**src/rtl/spi_sck_gen.sv**
```systemverilog
module spi_sck_gen #(
  parameter int CFG_W   = 32,
  parameter int PRE_LSB = 16,
  parameter int SCL_LSB = 0
) (
  input  logic             clk,
  input  logic             rst_n,
  input  logic [CFG_W-1:0] cfg_i,
  input  logic             cpol_i,
  input  logic             cpha_i,
  input  logic             run_i,
  output logic             sck_o,
  output logic             sample_o,
  output logic             shift_o
);
  localparam int MAX_RATIO = 7 * 32768;
  localparam int CW = $clog2(MAX_RATIO + 1);

  function automatic logic [CW-1:0] ratio_of(input logic [1:0] pc, input logic [3:0] sc);
    int pre, scl;
    case (pc)
      2'd0: pre = 2;
      2'd1: pre = 3;
      2'd2: pre = 5;
      default: pre = 7;
    endcase
    scl = (sc < 4'd3) ? 2 * (int'(sc) + 1) : (1 << sc);
    return CW'(pre * scl);
  endfunction

  logic          active_q, pol_q, pha_q;
  logic [CW-1:0] cnt_q, ratio_q, half_q;
  logic [CW-1:0] ratio_new;
  logic          last, lead, trail;

  assign ratio_new = ratio_of(cfg_i[PRE_LSB+1:PRE_LSB], cfg_i[SCL_LSB+3:SCL_LSB]);
  assign last  = cnt_q == ratio_q - 1'b1;
  assign lead  = active_q && cnt_q == '0;
  assign trail = active_q && cnt_q == half_q;

  always_ff @(posedge clk or negedge rst_n) begin
    if (!rst_n) begin
      active_q <= 1'b0;
      cnt_q    <= '0;
      ratio_q  <= '0;
      half_q   <= '0;
      pol_q    <= 1'b0;
      pha_q    <= 1'b0;
    end else if (!active_q) begin
      if (run_i) begin
        active_q <= 1'b1;
        cnt_q    <= '0;
        ratio_q  <= ratio_new;
        half_q   <= ratio_new >> 1;
        pol_q    <= cpol_i;
        pha_q    <= cpha_i;
      end
    end else if (last) begin
      cnt_q <= '0;
      if (!run_i) active_q <= 1'b0;
    end else begin
      cnt_q <= cnt_q + 1'b1;
    end
  end

  assign sck_o    = active_q ? (pol_q ^ (cnt_q < half_q)) : cpol_i;
  assign sample_o = pha_q ? trail : lead;
  assign shift_o  = pha_q ? lead : trail;

  p_cnt_in_period_r3: assert property (@(posedge clk) disable iff (!rst_n)
    active_q |-> cnt_q < ratio_q);
  p_strobes_exclusive_r8: assert property (@(posedge clk) disable iff (!rst_n)
    !(sample_o && shift_o));
  p_idle_quiet_r5: assert property (@(posedge clk) disable iff (!rst_n)
    !active_q |-> !sample_o && !shift_o);
  p_latched_stable_r9: assert property (@(posedge clk) disable iff (!rst_n)
    active_q && $past(active_q) |-> $stable(ratio_q) && $stable(pol_q) && $stable(pha_q));
  p_start_at_zero_r6: assert property (@(posedge clk) disable iff (!rst_n)
    $rose(active_q) |-> cnt_q == '0 && sck_o == !pol_q);
  p_edge_has_strobe_r8: assert property (@(posedge clk) disable iff (!rst_n)
    active_q && $past(active_q) && sck_o != $past(sck_o) |-> sample_o || shift_o);
  p_stop_only_at_end_r7: assert property (@(posedge clk) disable iff (!rst_n)
    $fell(active_q) |-> $past(last) && !$past(run_i));
endmodule

```
**config.mk**
```make
export PLATFORM = sky130hd
export DESIGN_NAME = spi_sck_gen
export DESIGN_NICKNAME = d
export VERILOG_FILES = /design/src/rtl/spi_sck_gen.sv
export SDC_FILE = /design/constraint.sdc
export NUM_CORES = 1
export LEC_CHECK = 0
export BUFFER_PORTS_ARGS = -buffer_cell sky130_fd_sc_hd__buf_2
export CORE_MARGIN = 2
export CORE_UTILIZATION = 33
export DETAILED_ROUTE_END_ITERATION = 8
export GPL_TIMING_DRIVEN = 0
export SLEW_MARGIN = 20
export SYNTH_ARGS = -nofsm -noshare
export SYNTH_HDL_FRONTEND = slang
export SYNTH_SLANG_ARGS = --single-unit
```
**constraint.sdc**
```tcl
create_clock -name clk -period 3.12 [get_ports clk]
set_clock_uncertainty 0.05 [all_clocks]
set_input_delay 0 -clock clk [delete_from_list [all_inputs] [get_ports clk]]
set_output_delay 0 -clock clk [all_outputs]
set_load 0.05 [all_outputs]
```
# Word-level counts from Yosys, hierarchy flattened
# Cells that the tools add are included.
[word_totals]
regBits = 56
word_cells = 36
output_inout_bits = 3
[classes]
bitwise = 2
mux = 11
n_eq_ne = 4
magnitude_cmp = 2
shift = 1
add_sub_neg = 3
multipliers = 1
n_reduce_logical = 6
[op_table]
columns = ["cell", "n"]
rows = [
  ["2-to-1 mux 18 bit", 3],
  ["multiplier 32 x 32 -> 18 bit", 1],
  ["2-to-1 mux 32 bit", 1],
  ["left shift 1 x 4 -> 32 bit, first input constant", 1],
  ["adder 18 x 1 -> 18 bit, second input constant", 1],
  ["equality test 18 x 17 -> 1 bit", 1],
  ["equality test 18 bit", 1],
  ["zero test 18 bit", 1],
  ["< comparator 18 x 17 -> 1 bit", 1],
  ["subtractor 18 x 1 -> 18 bit, second input constant", 1],
  ["case mux 3 bit (3 select lines)", 1],
  ["2-to-1 mux 1 bit", 6],
  ["adder 4 x 1 -> 5 bit, second input constant", 1],
  ["< comparator 4 x 2 -> 1 bit, second input constant", 1],
  ["equality test 2 x 1 -> 1 bit, second input constant", 1],
  ["equality test 2 bit, second input constant", 1],
  ["logical AND 1 bit", 2],
  ["zero test 2 bit", 1],
  ["AND reduction 2 bit", 1],
  ["nonzero test 2 bit", 1],
  ["inverter 1 bit", 1],
  ["XOR 1 bit", 1],
]

# Logic depth before layout (Yosys ltp)
[depth]
word_depth = 4
mapped_depth = 20

# Worst setup path after synthesis
# No wires, ideal clock.
[synth_timing]
path_type = "input port to flip-flop"
startpoint = "input port cfg_i[0]"
endpoint = "register ratio_q[16]"
setup_slack_ns = -0.277
arrival_time_ns = 3.213
setup_ns = 0.135
stages = 18
cell_sequence = "inv_1 > ha_1 > clkbuf_1 > mux2_2 > nand2_1 > nor2_1 > ha_1 > fa_1 > inv_1 > fa_1 > nand2b_1 > a21oi_1 > o211ai_1 > nand2_1 > a211oi_1 > o31ai_1 > xnor2_1 > o21ai_0"
[synth_via]
elab_chain_len = 3
[synth_lines]
columns = ["item", "line_no", "rtl"]
rows = [
  ["start: declaration", "8", "input logic [CFG_W-1:0] cfg_i,"],
  ["adder 4 x 1 -> 5 bit, or another cell as far along", "27", "scl = (sc < 4'd3) ? 2 * (int'(sc) + 1) : (1 << sc);"],
  ["2-to-1 mux 32 bit *", "27", ""],
  ["multiplier 32 x 32 -> 18 bit *", "28", "return CW'(pre * scl);"],
  ["end signal: assignment", "53", "ratio_q <= ratio_new;"],
  ["end: declaration", "32", "logic [CW-1:0] cnt_q, ratio_q, half_q;"],
]
# Every way passes the cells marked *; elsewhere a longest branch is shown, timed or not.
# A chain may end at the register's enable or synchronous reset.

# Final worst setup path
[layout_timing]
startpoint = "input port cfg_i[1]"
endpoint = "register ratio_q[17]"
# Same word-level chain as after synthesis.

==> impl_table.tex <==
\begin{tabular}{lr}
\hline
Metric & Value \\
\hline
\multicolumn{2}{l}{\textbf{Run status}} \\
Run status & finished, final reports clean \\
\multicolumn{2}{l}{\textbf{Global routing}} \\
Most heavily used metal layer in global routing & met2 \\
Largest net degree at the start of global routing & 40 \\
Global routing usage on met2 & 0.277 \\
Number of global-route vias before repair & 4071 \\
GR Layer Usage met3 & 0.0175 \\
Overflow after GRT & 0 \\
Global-route wire length before repair & 19200 um \\
Antenna violations before repair & 0 \\
All-Layer GR Usage & 0.156 \\
Met1 global-route usage & 0.199 \\
\multicolumn{2}{l}{\textbf{Yosys}} \\
Most used DFF post-synth & dfrtp\_1 \\
Count of unique library cells instantiated by Yosys & 57 \\
Synth Area per Inst & 7.96 um2 \\
Count of flip-flops with a built-in enable after synthesis & 0 \\
Post-Synthesis Cells & 588 \\
Cells taking the most area after synthesis & dfrtp\_1 (21\%), ha\_1 (16\%), inv\_1 (7.1\%), fa\_1 (6.0\%), xnor2\_1 (3.9\%) \\
Top cell type by total area after synthesis & dfrtp\_1 \\
Number of warnings issued by yosys & 0 \\
Register area share after synthesis & 0.209 \\
Commonest cells post-synth & inv\_1 (88), ha\_1 (58), nand2\_1 (48) \\
Synth Net Count & 697 \\
Yosys reg bits & 39 \\
Post-synth design cell area & 0.00468 mm2 \\
Async set-reset flop share out of synthesis & 1.00 \\
Top-area cell type share of the netlist area & 0.209 \\
Most frequent cell after synthesis & inv\_1 \\
\multicolumn{2}{l}{\textbf{Timing}} \\
Final critical-path setup slack & 23.5 ps \\
Fin. max-slew vios & 0 \\
Setup repair after global routing missed its margin & yes \\
Min cycle time layout & 3100 ps \\
Slew @ Worst Pin & 887 ps \\
Slew margin rel. & 0.408 \\
Period utilization & 0.992 \\
Number of endpoints with negative hold slack in the final report & 0 \\
Number of setup violations in the final report & 0 \\
Achievable Freq & 323 MHz \\
\multicolumn{2}{l}{\textbf{Power and ir drop}} \\
Peak VDD IR & 0.186 mV \\
Power density normalized to cell area & 383 mW/mm2 \\
Leakage component of the power & 0.00259 uW \\
\multicolumn{2}{l}{\textbf{Detailed routing}} \\
Per-cell via count in the routed design & 5.07 \\
WL/cell & 14.2 um \\
Count of nets left with antenna violations after detail routing & 0 \\
Final routed DRC violation total & 0 \\
Total vias in the final route & 4034 \\
First-iteration detailed-routing DRC count & 197 \\
Pre-antenna DRT Iters & 4 \\
DRT Wirelength & 11300 um \\
\multicolumn{2}{l}{\textbf{Cells and area}} \\
Share of the core filled with cells & 0.397 \\
Final \#Nets & 726 \\
Share of cells above drive strength 1 & 0.136 \\
Diode insertion count for antenna repair & 0 \\
Cell area after layout & 0.00550 mm2 \\
Number of fillers in the final layout & 1382 \\
Fin cells & 796 \\
Layout overhead on the synthesized area & 17.6\% \\
\multicolumn{2}{l}{\textbf{Critical path}} \\
Crit Path Class & in2reg \\
Setup crit end kind & flop \\
Required time at the worst-slack endpoint & 3210 ps \\
Crit-path max FO & 4 \\
Data arrival, critical path & 3190 ps \\
Critical path startpoint category & input pin \\
\multicolumn{2}{l}{\textbf{Die}} \\
Die area & 0.0151 mm2 \\
Starting utilization of the core area & 0.337 \\
CORE AREA & 0.0139 mm2 \\
Cell row count & 43 \\
I/O pin cnt & 40 \\
Chip Height & 123 um \\
Die width & 123 um \\
\multicolumn{2}{l}{\textbf{Clock tree}} \\
Clock tree from TritonCTS & done \\
Buffers from clock root to sink, at most & 2 \\
CTS sink cnt & 39 \\
TritonCTS buffer count & 5 \\
Clock-pin slew of the registers on the worst-case setup and hold paths & 60 ps \\
Root Buffer Master & clkbuf\_16 \\
Clock latency at the later pin of the worst-skew pair & 280 ps \\
H-Tree Level Count & 2 \\
\multicolumn{2}{l}{\textbf{Place}} \\
Post-placement worst setup slack & -686 ps \\
Placed standard-cell area & 0.00508 mm2 \\
Sum of net half-perimeters after detailed placement & 8740 um \\
Buffers added on ports & 13 \\
Final RePlAce weighted congestion & 0.881 \\
\# placed instances & 781 \\
\multicolumn{2}{l}{\textbf{Flow run}} \\
Count of max-cap constraint violations & 0 \\
\multicolumn{2}{l}{\textbf{Min path}} \\
Hold Path Class & in2reg \\
\hline
\end{tabular}
state kept, by name, summed over array words and instances (netlist names):
name / count
ratio_q: 18
pha_q: 1
pol_q: 1
cnt_q: 18
active_q: 1
final timing paths:
kind,from,endpoint,slack (ps),depth (start not counted)
min in group asynchronous,rst_n,cnt_q[5],340,2
worst max register to register,ratio_q[0],cnt_q[11],160,12
worst min register to register,pol_q,pol_q,440,2
worst max-delay path,cfg_i[1],ratio_q[17],20,17
max in group asynchronous,rst_n,ratio_q[13],2130,2
worst min-delay path,cfg_i[3],ratio_q[0],320,5
per-layer routing:
layer	part of all wire	vias up	routed length (um)
met4	0.016	0	185
met3	0.025	14	280
met5	0	-	0
li1	-	2055	-
met1	0.47	1917	5290
met2	0.49	48	5520
report_power, final:
part / internal, uW / switching (uW) / total [uW]
Clock: 287 / 180 / 467
Sequential: 596 / 154 / 750
Combinational: 398 / 491 / 889
cell type report:
type	instances	area, um2	area share
multi-input cells	441	3500	0.637
repair buffers	25	195	0.0355
clock buffers	6	129	0.0234
flip-flops and latches	39	976	0.177
well taps	180	225	0.0409
inverters	88	350	0.0637
plain buffers	17	124	0.0225
worst max-delay path, stage by stage:
cell	delay (ps)
buf_12	120
inv_8	60
ha_4	190
mux2_4	270
nand2_4	70
nor2_1	40
ha_1	310
fa_2	590
ha_4	210
a21oi_4	170
o2111ai_4	150
and3_4	210
o31a_1	290
nor2_2	160
o21ai_2	70
mux2i_1	160
o211ai_1	100
layout by cell type, fill, tap and decap left out, types with 11 or more instances in the layout:
master    synthesis  routed
a21oi_1          35      31
and2_1           15      15
and3_1           26      25
buf_2             1      12
clkbuf_1         14      11
dfrtp_1          39      39
fa_1             14      12
ha_1             58      50
inv_1            88      84
nand2_1          48      44
nand3_1          17      15
nand4_1          11      11
nor2_1           43      39
o21ai_0          30      24
xnor2_1          21      21
xor2_1           14      14
what timing repair did:
item,CTS,global route
hold buffers,4,0
endpoints found under the hold margin,42,0
buffers inserted,6,2
gates resized for setup,28,20
pin swaps,21,12
cloned,0,0
setup endpoints to repair,8,7
kinds of logic (layout without fill, tap and decap cells):
| kind of cell | after synthesis | in the layout | synth area share |
|---|---|---|---|
| simple gates | 213 | 213 | 0.246 |
| xor+xnor | 35 | 35 | 0.0655 |
| buf+inv | 108 | 136 | 0.0949 |
| flops | 39 | 39 | 0.209 |
| fa+ha+maj | 72 | 72 | 0.215 |
| compound gates | 111 | 111 | 0.148 |
| mux | 10 | 10 | 0.0219 |
per-stage QoR:
step           setup TNS [ps]  total power, uW  hold WS [ps]
2_1_floorplan          -0.848             1360          -346
3_3_place_gp            -3460             1560           103
3_5_place_dp            -4190             1590           124
4_1_cts                     0             2100           334
5_1_grt                  -378             2270           382
6_report                    0             2110           320
No activity file was read; power rests on OpenSTA's default activity.
